### src/rtl/avd_pkg.sv
package avd_pkg;
  localparam int ADC_W  = 12;
  localparam int MAG_W  = 14;
  localparam int NDIG   = 4;
  localparam int NPOS   = NDIG + 2;
  localparam int FS_MV  = 2000;
  localparam int PROD_W = ADC_W + 12;
  localparam int WORK_W = 4 * NDIG + MAG_W;

  typedef logic [3:0] bcd_t;
  typedef logic [6:0] seg_t;

  localparam seg_t SEG_BLANK = 7'h00;
  localparam seg_t SEG_MINUS = 7'h40;
  localparam seg_t SEG_FULL  = 7'h7F;

  // Mid-scale code: zero differential input
  function automatic logic [ADC_W-1:0] mid_code();
    return {1'b1, {(ADC_W-1){1'b0}}};
  endfunction

  function automatic logic code_is_negative(input logic [ADC_W-1:0] c);
    return (c < mid_code());
  endfunction

  // |code - mid| scaled to millivolts, rounded half up, via multiply and shift
  function automatic logic [MAG_W-1:0] code_to_mv(input logic [ADC_W-1:0] c);
    logic [ADC_W-1:0]  mag;
    logic [PROD_W-1:0] prod;
    mag  = (c >= mid_code()) ? (c - mid_code()) : (mid_code() - c);
    prod = PROD_W'(mag) * PROD_W'(FS_MV) + (PROD_W'(1) << (ADC_W-2));
    return MAG_W'(prod >> (ADC_W-1));
  endfunction

  // One double-dabble iteration: correct each decimal nibble, then shift
  function automatic logic [WORK_W-1:0] dd_step(input logic [WORK_W-1:0] w);
    logic [WORK_W-1:0] t;
    t = w;
    for (int i = 0; i < NDIG; i++) begin
      if (t[MAG_W+4*i +: 4] >= 4'd5)
        t[MAG_W+4*i +: 4] = t[MAG_W+4*i +: 4] + 4'd3;
    end
    return t << 1;
  endfunction

  // Active-high glyph, bit 0 = segment a
  function automatic seg_t digit_glyph(input bcd_t d);
    case (d)
      4'd0: return 7'h3F;
      4'd1: return 7'h06;
      4'd2: return 7'h5B;
      4'd3: return 7'h4F;
      4'd4: return 7'h66;
      4'd5: return 7'h6D;
      4'd6: return 7'h7D;
      4'd7: return 7'h07;
      4'd8: return 7'h7F;
      4'd9: return 7'h6F;
      default: return SEG_BLANK;
    endcase
  endfunction
endpackage

### src/rtl/avd_capture.sv
module avd_capture
  import avd_pkg::*;
#(
  parameter int W = ADC_W
) (
  input  logic         clk,
  input  logic         rst_n,
  input  logic [W-1:0] bus_in,
  input  logic         ovr_in,
  output logic [W-1:0] code_q,
  output logic         ovr_q
);
  logic [W-1:0] swapped;

  generate
    for (genvar b = 0; b < W; b++) begin : g_swap
      assign swapped[b] = bus_in[W-1-b];
    end
  endgenerate

  always_ff @(posedge clk or negedge rst_n) begin
    if (!rst_n) begin
      code_q <= '0;
      ovr_q  <= 1'b0;
    end else begin
      code_q <= swapped;
      ovr_q  <= ovr_in;
    end
  end

  logic past_valid;
  always_ff @(posedge clk or negedge rst_n) begin
    if (!rst_n) past_valid <= 1'b0;
    else        past_valid <= 1'b1;
  end

  AST_MSB_FROM_LINE0: assert property (@(posedge clk) disable iff (!rst_n)
    past_valid |-> (code_q[W-1] == $past(bus_in[0])));
  AST_LSB_FROM_LINE_TOP: assert property (@(posedge clk) disable iff (!rst_n)
    past_valid |-> (code_q[0] == $past(bus_in[W-1])));
endmodule

### src/rtl/avd_bcd_engine.sv
module avd_bcd_engine
  import avd_pkg::*;
(
  input  logic                  clk,
  input  logic                  rst_n,
  input  logic [ADC_W-1:0]      code,
  input  logic                  ovr,
  output bcd_t [NDIG-1:0]       digits,
  output logic                  neg_q,
  output logic                  ovr_q,
  output logic                  conv_done
);
  localparam int CNT_W = $clog2(MAG_W + 1);

  logic [CNT_W-1:0]  step_cnt;
  logic [WORK_W-1:0] work, work_nxt;
  logic              neg_w, ovr_w;
  logic [MAG_W-1:0]  mv_in;

  assign mv_in     = code_to_mv(code);
  assign work_nxt  = dd_step(work);
  assign conv_done = (step_cnt == CNT_W'(MAG_W));

  always_ff @(posedge clk or negedge rst_n) begin
    if (!rst_n) begin
      step_cnt <= '0;
      work     <= '0;
      neg_w    <= 1'b0;
      ovr_w    <= 1'b0;
      digits   <= '0;
      neg_q    <= 1'b0;
      ovr_q    <= 1'b0;
    end else if (step_cnt == '0) begin
      work     <= {{(4*NDIG){1'b0}}, mv_in};
      neg_w    <= code_is_negative(code);
      ovr_w    <= ovr;
      step_cnt <= CNT_W'(1);
    end else begin
      work <= work_nxt;
      if (conv_done) begin
        for (int i = 0; i < NDIG; i++)
          digits[i] <= work_nxt[MAG_W+4*i +: 4];
        neg_q    <= neg_w;
        ovr_q    <= ovr_w;
        step_cnt <= '0;
      end else begin
        step_cnt <= step_cnt + CNT_W'(1);
      end
    end
  end

  AST_MV_CEILING: assert property (@(posedge clk) disable iff (!rst_n)
    mv_in <= MAG_W'(FS_MV));
  AST_DIGITS_DECIMAL: assert property (@(posedge clk) disable iff (!rst_n)
    (digits[0] <= 4'd9) && (digits[1] <= 4'd9) && (digits[2] <= 4'd9) && (digits[3] <= 4'd9));
  AST_NEG_NONZERO: assert property (@(posedge clk) disable iff (!rst_n)
    neg_q |-> (digits != '0));
endmodule

### src/rtl/avd_scan.sv
module avd_scan
  import avd_pkg::*;
#(
  parameter int SCAN_W = 16
) (
  input  logic            clk,
  input  logic            rst_n,
  input  bcd_t [NDIG-1:0] digits,
  input  logic            neg,
  input  logic            ovr,
  output logic [NPOS-1:0] sel_n,
  output logic [7:0]      seg
);
  localparam int IDX_W = $clog2(NPOS);

  logic [SCAN_W-1:0] presc;
  logic [IDX_W-1:0]  pos_idx;
  logic              step_tick;
  seg_t              glyph;
  logic              dp;

  assign step_tick = &presc;

  always_ff @(posedge clk or negedge rst_n) begin
    if (!rst_n) begin
      presc   <= '0;
      pos_idx <= '0;
    end else begin
      presc <= presc + SCAN_W'(1);
      if (step_tick)
        pos_idx <= (pos_idx == IDX_W'(NPOS-1)) ? '0 : pos_idx + IDX_W'(1);
    end
  end

  always_comb begin
    dp = 1'b0;
    case (pos_idx)
      IDX_W'(0): glyph = ovr ? SEG_FULL : SEG_BLANK;
      IDX_W'(1): glyph = neg ? SEG_MINUS : SEG_BLANK;
      IDX_W'(2): begin glyph = digit_glyph(digits[3]); dp = 1'b1; end
      IDX_W'(3): glyph = digit_glyph(digits[2]);
      IDX_W'(4): glyph = digit_glyph(digits[1]);
      IDX_W'(5): glyph = digit_glyph(digits[0]);
      default:   glyph = SEG_BLANK;
    endcase
  end

  always_ff @(posedge clk or negedge rst_n) begin
    if (!rst_n) begin
      sel_n <= '1;
      seg   <= {1'b0, ~SEG_BLANK};
    end else begin
      sel_n <= ~(NPOS'(1) << pos_idx);
      seg   <= {dp, ~glyph};
    end
  end

  AST_SEL_ONEHOT: assert property (@(posedge clk) disable iff (!rst_n)
    $onehot0(~sel_n));
  AST_POS_HOLD: assert property (@(posedge clk) disable iff (!rst_n)
    !step_tick |=> $stable(pos_idx));
  AST_POS_WRAP: assert property (@(posedge clk) disable iff (!rst_n)
    (step_tick && pos_idx == IDX_W'(NPOS-1)) |=> (pos_idx == '0));
  AST_DP_PLACEMENT: assert property (@(posedge clk) disable iff (!rst_n)
    seg[7] |-> !sel_n[2]);
  AST_SIGN_GLYPH: assert property (@(posedge clk) disable iff (!rst_n)
    !sel_n[1] |-> (seg[6:0] == ~SEG_MINUS || seg[6:0] == ~SEG_BLANK));
endmodule

### src/rtl/adc_volt_display.sv
module adc_volt_display
  import avd_pkg::*;
#(
  parameter int SCAN_W = 16
) (
  input  logic             clk,
  input  logic             rst_n,
  input  logic [ADC_W-1:0] adc_bus,
  input  logic             adc_ovr,
  output logic [NPOS-1:0]  digit_sel_n,
  output logic [7:0]       seg_out
);
  logic [ADC_W-1:0] code_q;
  logic             cap_ovr;
  bcd_t [NDIG-1:0]  digits;
  logic             neg_q, ovr_q, conv_done;

  avd_capture #(.W(ADC_W)) u_capture (
    .clk    (clk),
    .rst_n  (rst_n),
    .bus_in (adc_bus),
    .ovr_in (adc_ovr),
    .code_q (code_q),
    .ovr_q  (cap_ovr)
  );

  avd_bcd_engine u_bcd (
    .clk       (clk),
    .rst_n     (rst_n),
    .code      (code_q),
    .ovr       (cap_ovr),
    .digits    (digits),
    .neg_q     (neg_q),
    .ovr_q     (ovr_q),
    .conv_done (conv_done)
  );

  avd_scan #(.SCAN_W(SCAN_W)) u_scan (
    .clk    (clk),
    .rst_n  (rst_n),
    .digits (digits),
    .neg    (neg_q),
    .ovr    (ovr_q),
    .sel_n  (digit_sel_n),
    .seg    (seg_out)
  );

  AST_RESULT_ONLY_ON_DONE: assert property (@(posedge clk) disable iff (!rst_n)
    !conv_done |=> $stable(digits));
endmodule

### config.mk
export PLATFORM = sky130hd
export DESIGN_NAME = adc_volt_display
export DESIGN_NICKNAME = d
export VERILOG_FILES = /design/src/rtl/avd_pkg.sv /design/src/rtl/avd_capture.sv /design/src/rtl/avd_bcd_engine.sv /design/src/rtl/avd_scan.sv /design/src/rtl/adc_volt_display.sv
export SDC_FILE = /design/constraint.sdc
export NUM_CORES = 1
export LEC_CHECK = 0
export ABC_AREA = 1
export ABC_CLOCK_PERIOD_IN_PS = 15300
export BUFFER_PORTS_ARGS = -buffer_cell sky130_fd_sc_hd__buf_2
export CORE_ASPECT_RATIO = 0.6
export CORE_UTILIZATION = 68
export CTS_CLUSTER_SIZE = 20
export DETAILED_ROUTE_END_ITERATION = 8
export PLACE_DENSITY_LB_ADDON = 0.05
export SETUP_SLACK_MARGIN = 0.05
export SLEW_MARGIN = 5
export SYNTH_ARGS = -nofsm -noshare
export SYNTH_HDL_FRONTEND = slang
export SYNTH_HIERARCHICAL = 1
export SYNTH_SLANG_ARGS = --single-unit
### constraint.sdc
create_clock -name clk -period 15.3 [get_ports clk]
set_input_delay 2.295 -clock clk [delete_from_list [all_inputs] [get_ports clk]]
set_output_delay 2.295 -clock clk [all_outputs]
set_load 0.02 [all_outputs]
==> results of run 1 <==
-- cells in the mapped netlist (2+ instances only) --
cell type,instances
inv_1,164
nor2_4,9
a21oi_1,19
ha_1,78
nor3_1,11
o21ai_0,48
nand2_2,16
nand4_1,5
o21ai_2,2
xnor2_1,8
dfrtp_1,87
nand3_4,3
nand3b_1,6
o21bai_1,4
o21ai_1,7
clkinv_1,2
nor3_2,2
nand3_2,9
nor2_1,68
nand2_4,4
o31ai_1,2
clkbuf_1,6
nand3_1,54
inv_2,10
or2_2,4
a31oi_1,2
dfstp_2,13
xor2_1,24
nor4_1,2
a21oi_2,2
nor2_2,7
fa_1,35
nand2_1,195
-- layer usage --
| layer | share of wire [%] | vias to the layer above | GRT usage (%) |
|---|---|---|---|
| met5 | 0 | - | 0 |
| met4 | 0.98 | 0 | 6.566 |
| met3 | 8.4 | 19 | 7.860 |
| met2 | 41 | 216 | 45.96 |
| met1 | 50 | 2908 | 49.14 |
| li1 | - | 2929 | - |
-- layout make-up --
type | count | area, µm²
multi-input combinational | 636 | 4422
timing repair buffer | 30 | 157.7
inverter | 176 | 660.6
clock inverter | 7 | 60.06
sequential | 100 | 2519
tap | 139 | 173.9
clock buffer | 9 | 225.2
fill | 766 | 2522
-- sequential cells by signal, summed over array words and instances, names as in the netlist --
name,count
u_bcd/ovr_q,1
u_bcd/work,30
u_scan/sel_n,6
u_scan/seg,8
u_scan/presc,16
u_bcd/neg_q,1
u_capture/code_q,12
u_capture/ovr_q,1
u_bcd/step_cnt,4
u_scan/pos_idx,3
u_bcd/neg_w,1
u_bcd/digits,16
u_bcd/ovr_w,1
-- cell families after synthesis --
kind of cell	synth area share, %
and+or+nand+nor	25.51
buffers and inverters	9.066
adders and majority gates	21.97
DFF	33.00
AOI/OAI and AO/OA	6.574
xor gates and xnor gates	3.885
-- power groups by stage --
stage          clock [mW]  sequential [mW]  combinational, mW
2_1_floorplan           0            0.328               1.03
3_3_place_gp            0            0.333               1.23
3_5_place_dp            0            0.336               1.28
4_1_cts             0.222            0.332               1.29
5_1_grt             0.230            0.338               1.47
6_report            0.218            0.333               1.31
-- worst reg2reg max path, stage by stage (launching register included) --
cell and delay (ps):
dfrtp_1 430, inv_1 120, ha_1 220, inv_1 60, nor3_1 230, nand2_1 130, nor3_1 220, or2_2 160
xor2_1 670, inv_1 160, fa_1 550, fa_1 550, inv_1 70, fa_1 460, ha_1 310, ha_1 360
a21oi_1 230, o21ai_0 120, a21oi_1 180, nand2_1 110, nand2_1 90, nand2_1 130, nor2_2 150, nand3_2 140
nor2_2 120, nand3_1 80, nand3_1 90, nand2_1 60
-- path summary, 6_finish.rpt --
| check | start | end | depth (start not counted) |
|---|---|---|---|
| hold reg to reg | u_bcd/work[9]$_DFF_PN0_ | u_bcd/work[10]$_DFF_PN0_ | 2 |
| min in group asynchronous | rst_n | u_capture/code_q[1]$_DFF_PN0_ | 1 |
| setup / recovery | u_capture/code_q[0]$_DFF_PN0_ | u_bcd/work[11]$_DFF_PN0_ | 27 |
| max in group asynchronous | rst_n | u_scan/presc[10]$_DFF_PN0_ | 2 |
| hold / removal | u_bcd/work[9]$_DFF_PN0_ | u_bcd/work[10]$_DFF_PN0_ | 2 |
| setup reg to reg | u_capture/code_q[0]$_DFF_PN0_ | u_bcd/work[11]$_DFF_PN0_ | 27 |
-- layout by cell type (no fill, tap or decap), types with 3 or more instances in the layout --
cell / n
a21oi_1: 19
buf_2: 27
buf_4: 3
clkbuf_16: 9
clkinv_4: 4
dfrtp_1: 87
dfstp_2: 13
fa_1: 35
ha_1: 78
inv_1: 164
inv_2: 10
nand2_1: 195
nand2_2: 16
nand2_4: 4
nand3_1: 54
nand3_2: 9
nand3_4: 3
nand3b_1: 6
nand4_1: 5
nor2_1: 68
nor2_2: 7
nor2_4: 9
nor3_1: 11
o21ai_0: 48
o21ai_1: 7
o21bai_1: 4
or2_2: 4
xnor2_1: 8
xor2_1: 24
==> reports/qor.csv, run 1 <==
stage;metric;value;unit
clocking;CTS H-tree depth;3;
timing;worst slew pin tran;1253;ps
clocking;post-CTS resize count;0;
synth;Ys Warns;6;
clocking;Post-CTS Setup Bufs;0;
power_and_ir_drop;Pwr per Cell Area;226.5;mW/mm²
grt;initial antenna violation count;0;
cells_and_area;Final Cell Area;0.008218;mm²
floorplanning;Die Span Y;84.07;µm
critical_path;crit-path max FO;6;
critical_path;critical-path cell with the highest stage delay;xor2_1;
timing;part of the cycle the worst path needs;41.22;%
cells_and_area;P&R area growth vs syn;7.672;%
place;pre-CTS WS;9123;ps
synth;Mapped Area;0.007632;mm²
power_and_ir_drop;Net Sw Frac;54.04;%
detailed_routing;DRT iter0 DRCs;529;
grt;pin count of the biggest net entering global routing;84;
run;maxcap violations;0;
grt;All-Layer GR Usage;32.11;%
power_and_ir_drop;Tot Pwr;1.861;mW
critical_path;R2R setup slack;8990;ps
synth;post-synth net total;1048;
critical_path;worst path required time;15530;ps
timing;Setup TNS;0;ps
power_and_ir_drop;sequential share of power;17.9;%
timing;Fmax achieved;158.6;MHz
detailed_routing;Via Count;6072;
timing;Max-slew headroom;16.23;%
place;GP Congestion;0.9025;
critical_path;CP max stage delay;670;ps
synth;top cells by area, synth;dfrtp_1 (29%), ha_1 (13%), nand2_1 (9.6%);
critical_path;critical path type;flop to flop;
floorplanning;initial core utilization;71.06;%
timing;WHS;457.4;ps
detailed_routing;Wirelength per Cell;15.57;µm
cells_and_area;layout cells sized above 1;13.88;%
critical_path;Critical Path AT;6540;ps
clocking;CTS tree;done;
floorplanning;I/O pin total;29;
floorplanning;row count;29;
detailed_routing;vias per std cell;5.535;
clocking;Clk pin slew, worst setup/hold paths;70;ps
synth;Mean Syn Cell Area;8.296;µm²
cells_and_area;n_diodes;0;
timing;Setup Skew;8.073;ps
floorplanning;die area;0.01167;mm²
synth;post-synthesis cell type count;45;
hold_path;min-delay worst type;flop to flop;
detailed_routing;antenna-violating nets left;0;
clocking;Clock Tree Root;clkbuf_16;
power_and_ir_drop;sw power;1.006;mW
clocking;CTS Hold Bufs;0;
cells_and_area;fin cells;1097;
critical_path;Worst Path Buf+Inv;4;
synth;Primary FF master, synth;dfrtp_1;
synth;post-synth top area share;28.52;%
power_and_ir_drop;Power Internal;0.8555;mW
floorplanning;Chip Width;138.8;µm
synth;sequential area share after synthesis;33.00;%
detailed_routing;Post-Route WL;17080;µm
power_and_ir_drop;combinational share of power;70.4;%
critical_path;CP endpoint kind;flop;
timing;RSZ-0062 raised after global routing;false;
clocking;Worst-Skew Late Latency;350;ps
place;IO buf count;28;
critical_path;cell repeated most along the worst path;nand2_1;
synth;number of flops mapped to enable cells by yosys;0;
cells_and_area;Final Util;76.51;%
critical_path;nature of the critical path startpoint;flop;
outcome;failing checks;design-rule violations;
timing;setup violators final;0;
synth;ys async rst share;100.0;%
timing;Hold Violations, Final;0;
timing;Worst Slack Setup Final;8994;ps
place;dpl cells;1081;
grt;grt ovf;0;
clocking;Longest Clk Path Bufs;2;
power_and_ir_drop;P_leak;4.307;nW
outcome;status;complete, but fails checks;
synth;Yosys top cell by area;dfrtp_1;
cells_and_area;nets@finish;1081;
critical_path;Crit path max-delay family;adder cells;
place;Post-DP Area;0.007933;mm²
clocking;clk sinks;100;
power_and_ir_drop;Clock power frac;11.7;%
detailed_routing;DR pass1 iterations;8;
floorplanning;core box area;0.01074;mm²
place;hpwl dp;13340;µm
synth;FF+latch count, synth;100;
timing;Tmin final;6306;ps
power_and_ir_drop;maximum vdd drop;0.2122;mV
timing;Final Max Tran Viols;0;
grt;vias in the first global route;5855;
detailed_routing;Residual DRC;4;
clocking;Inserted Clock Buffers;9;
synth;synthesized netlist cell count;920;
grt;first-pass GRT wire length;29000;µm
Note: power is estimated with default switching activity, not from simulation.
==> run 2, diff against run 1 <==
--- a/config.mk
+++ b/config.mk
@@ -6,10 +6,10 @@
 export NUM_CORES = 1
 export LEC_CHECK = 0
 export ABC_AREA = 1
-export ABC_CLOCK_PERIOD_IN_PS = 15300
+export ABC_CLOCK_PERIOD_IN_PS = 5400
 export BUFFER_PORTS_ARGS = -buffer_cell sky130_fd_sc_hd__buf_2
 export CORE_ASPECT_RATIO = 0.6
-export CORE_UTILIZATION = 68
+export CORE_UTILIZATION = 57
 export CTS_CLUSTER_SIZE = 20
 export DETAILED_ROUTE_END_ITERATION = 8
 export PLACE_DENSITY_LB_ADDON = 0.05
==> constraint.sdc (replaced) <==
create_clock -name clk -period 5.4 [get_ports clk]
set_input_delay 0.81 -clock clk [delete_from_list [all_inputs] [get_ports clk]]
set_output_delay 0.81 -clock clk [all_outputs]
set_load 0.02 [all_outputs]
==> run 2 against run 1 <==
Net effect: the flow now finishes without violations; cell count is 6.2% higher; worst setup slack lost 8900 ps; die area up 19%; wire length is 0.57% higher; critical path depth fell by 2; clock skew rose by 2.9 ps; first-iteration DRC count fell by 26%; global-route usage is 5.6 points lower; via count decreased by 0.46%; clock-buffer cell count rose by 1; sequential share of layout area shrank 2.7 points; highest routed layer unchanged.
==> reports/qor.csv, run 2 (synthesis results as in run 1) <==
stage;metric;value;unit
timing;Tmin final;5329;ps
timing;part of the cycle the worst path needs;98.69;%
clocking;Clock Tree Root;clkbuf_16;
critical_path;critical path depth;25;
detailed_routing;Wirelength per Cell;14.74;µm
grt;All-Layer GR Usage;26.51;%
place;IO buf count;28;
critical_path;critical path launch point;u_capture/code_q[1]$_DFF_PN0_;
timing;Worst Slack Setup Final;70.80;ps
timing;worst slew pin tran;801.3;ps
detailed_routing;Post-Route WL;17180;µm
grt;initial antenna violation count;1;
critical_path;critical-path cell with the highest stage delay;fa_1;
cells_and_area;max reg flops;30;
cells_and_area;top flop regs;u_bcd/work (30), u_bcd/digits (16), u_scan/presc (16);
clocking;Clk pin slew, worst setup/hold paths;80;ps
critical_path;RR Endpoint;u_bcd/work[12]$_DFF_PN0_;
timing;Setup Skew;10.99;ps
cells_and_area;fin cells;1165;
clocking;Worst-Skew Late Latency;350;ps
timing;Fmax achieved;187.6;MHz
critical_path;nature of the critical path startpoint;flop;
detailed_routing;antenna-violating nets left;0;
critical_path;crit-path max FO;5;
detailed_routing;vias per std cell;5.188;
cells_and_area;Top reg by flops;u_bcd/work;
cells_and_area;commonest non-fill, non-tap cell in the layout;nand2_1;
critical_path;Crit path max-delay family;adder cells;
cells_and_area;most frequent cells in the layout;nand2_1 (183), inv_1 (160), dfrtp_1 (87);
outcome;status;complete, no violations;
critical_path;CP max stage delay;620;ps
critical_path;R2R setup slack;70;ps
cells_and_area;nets@finish;1118;
clocking;clk sinks;100;
critical_path;reg2reg start;u_capture/code_q[1]$_DFF_PN0_;
grt;pin count of the biggest net entering global routing;56;
grt;grt ovf;0;
clocking;CTS Hold Bufs;0;
floorplanning;core box area;0.01293;mm²
floorplanning;initial core utilization;59.02;%
critical_path;Critical Path AT;5600;ps
run;maxcap violations;0;
clocking;Longest Clk Path Bufs;2;
place;pre-CTS WS;-290.3;ps
place;hpwl dp;13030;µm
timing;RSZ-0062 raised after global routing;true;
cells_and_area;layout cells sized above 1;23.32;%
detailed_routing;DRT iter0 DRCs;390;
hold_path;min-delay worst type;input port to async pin;
timing;Setup TNS;0;ps
timing;Final Max Tran Viols;0;
detailed_routing;DR pass1 iterations;5;
critical_path;critical path type;flop to flop;
cells_and_area;n_diodes;0;
floorplanning;row count;32;
floorplanning;Chip Width;151.4;µm
detailed_routing;Residual DRC;0;
critical_path;reg2reg path depth;25;
timing;Max-slew headroom;46.43;%
clocking;Inserted Clock Buffers;9;
critical_path;CP Capture Point;u_bcd/work[12]$_DFF_PN0_;
floorplanning;die area;0.01387;mm²
cells_and_area;P&R area growth vs syn;17.92;%
place;dpl cells;1136;
critical_path;Worst Path Buf+Inv;6;
clocking;CTS H-tree depth;3;
detailed_routing;Via Count;6044;
grt;first-pass GRT wire length;28500;µm
clocking;CTS tree;done;
floorplanning;I/O pin total;29;
timing;setup violators final;0;
grt;vias in the first global route;5807;
critical_path;worst path required time;5670;ps
place;GP Congestion;0.8838;
critical_path;CP endpoint kind;flop;
timing;Hold Violations, Final;0;
floorplanning;Die Span Y;91.63;µm
## run 2: cell count changes in the layout (fill, tap and decap cells not counted), moves of 6 or more
cell     previous run  this run
buf_4               3        39
ha_1               78        65
ha_4                0        13
nand2_1           195       183
nand2_2            16        26
a21oi_1            19        11
o21ai_0            48        42
## run 2: repair_timing
item | in CTS | in global routing
setup endpoints to repair | 9 | 11
gates resized for setup | 29 | 63
pin swaps | 7 | 45
setup buffers | 6 | 7
## run 2: layer usage
metal	wire length, µm	global-route usage, %	vias up
met5	0	0	-
met4	114	5.083	0
met3	966	5.672	12
met2	7176	36.76	138
met1	8918	41.91	2896
li1	-	-	2998
## run 2: worst min-delay path by stage
stage	startpoint	end	cells past startpoint
after global placement	u_capture/ovr_q$_DFF_PN0_	u_bcd/ovr_w$_DFFE_PN0P_	2
after floorplan	u_bcd/work[9]$_DFF_PN0_	u_bcd/work[10]$_DFF_PN0_	2
after detailed placement	u_bcd/work[2]$_DFF_PN0_	u_bcd/work[3]$_DFF_PN0_	2
final	rst_n	u_scan/pos_idx[2]$_DFFE_PN0P_	1
after CTS	u_bcd/work[6]$_DFF_PN0_	u_bcd/work[7]$_DFF_PN0_	2
after global routing	rst_n	u_scan/pos_idx[0]$_DFFE_PN0P_	1
## run 2: worst reg2reg max path: stages (launching register included)
cell	delay, ps
dfrtp_1	400
inv_1	110
ha_4	150
inv_1	50
nor3_2	190
nand2_1	130
nor3_2	160
or2_4	180
xor2_4	200
buf_4	150
buf_4	150
fa_1	460
fa_1	480
fa_1	620
ha_4	230
ha_4	290
nand2_1	100
nor2_2	120
nand3_1	100
nand2_1	120
xor2_2	250
inv_2	110
nor2_4	160
buf_4	130
nand3_1	70
o21ai_1	150
## run 2: cell type report
type / instances / area, µm²
Inverter: 176 / 660.6
Timing Repair Buffer: 67 / 439.2
Fill cell: 999 / 3933
Sequential cell: 100 / 2519
Multi-Input combinational cell: 636 / 4873
Clock inverter: 6 / 56.30
Tap cell: 170 / 212.7
Clock buffer: 10 / 239.0
## run 2: stage by stage
stage / util [%] / hold WS, ps / instance area (µm²)
floorplan: - / 425.5 / 7632
global placement: 63.03 / 443.1 / 8152
detailed placement: 63.03 / 436.2 / 8152
CTS: 66.94 / 463.3 / 8657
global route: 69.59 / 485.8 / 9000
finish: 69.59 / 460.2 / 9000
Power of run 2 is left out: the tool's default activity adds up to more than one toggle a clock period on the data nets, which glitch-free logic cannot reach.
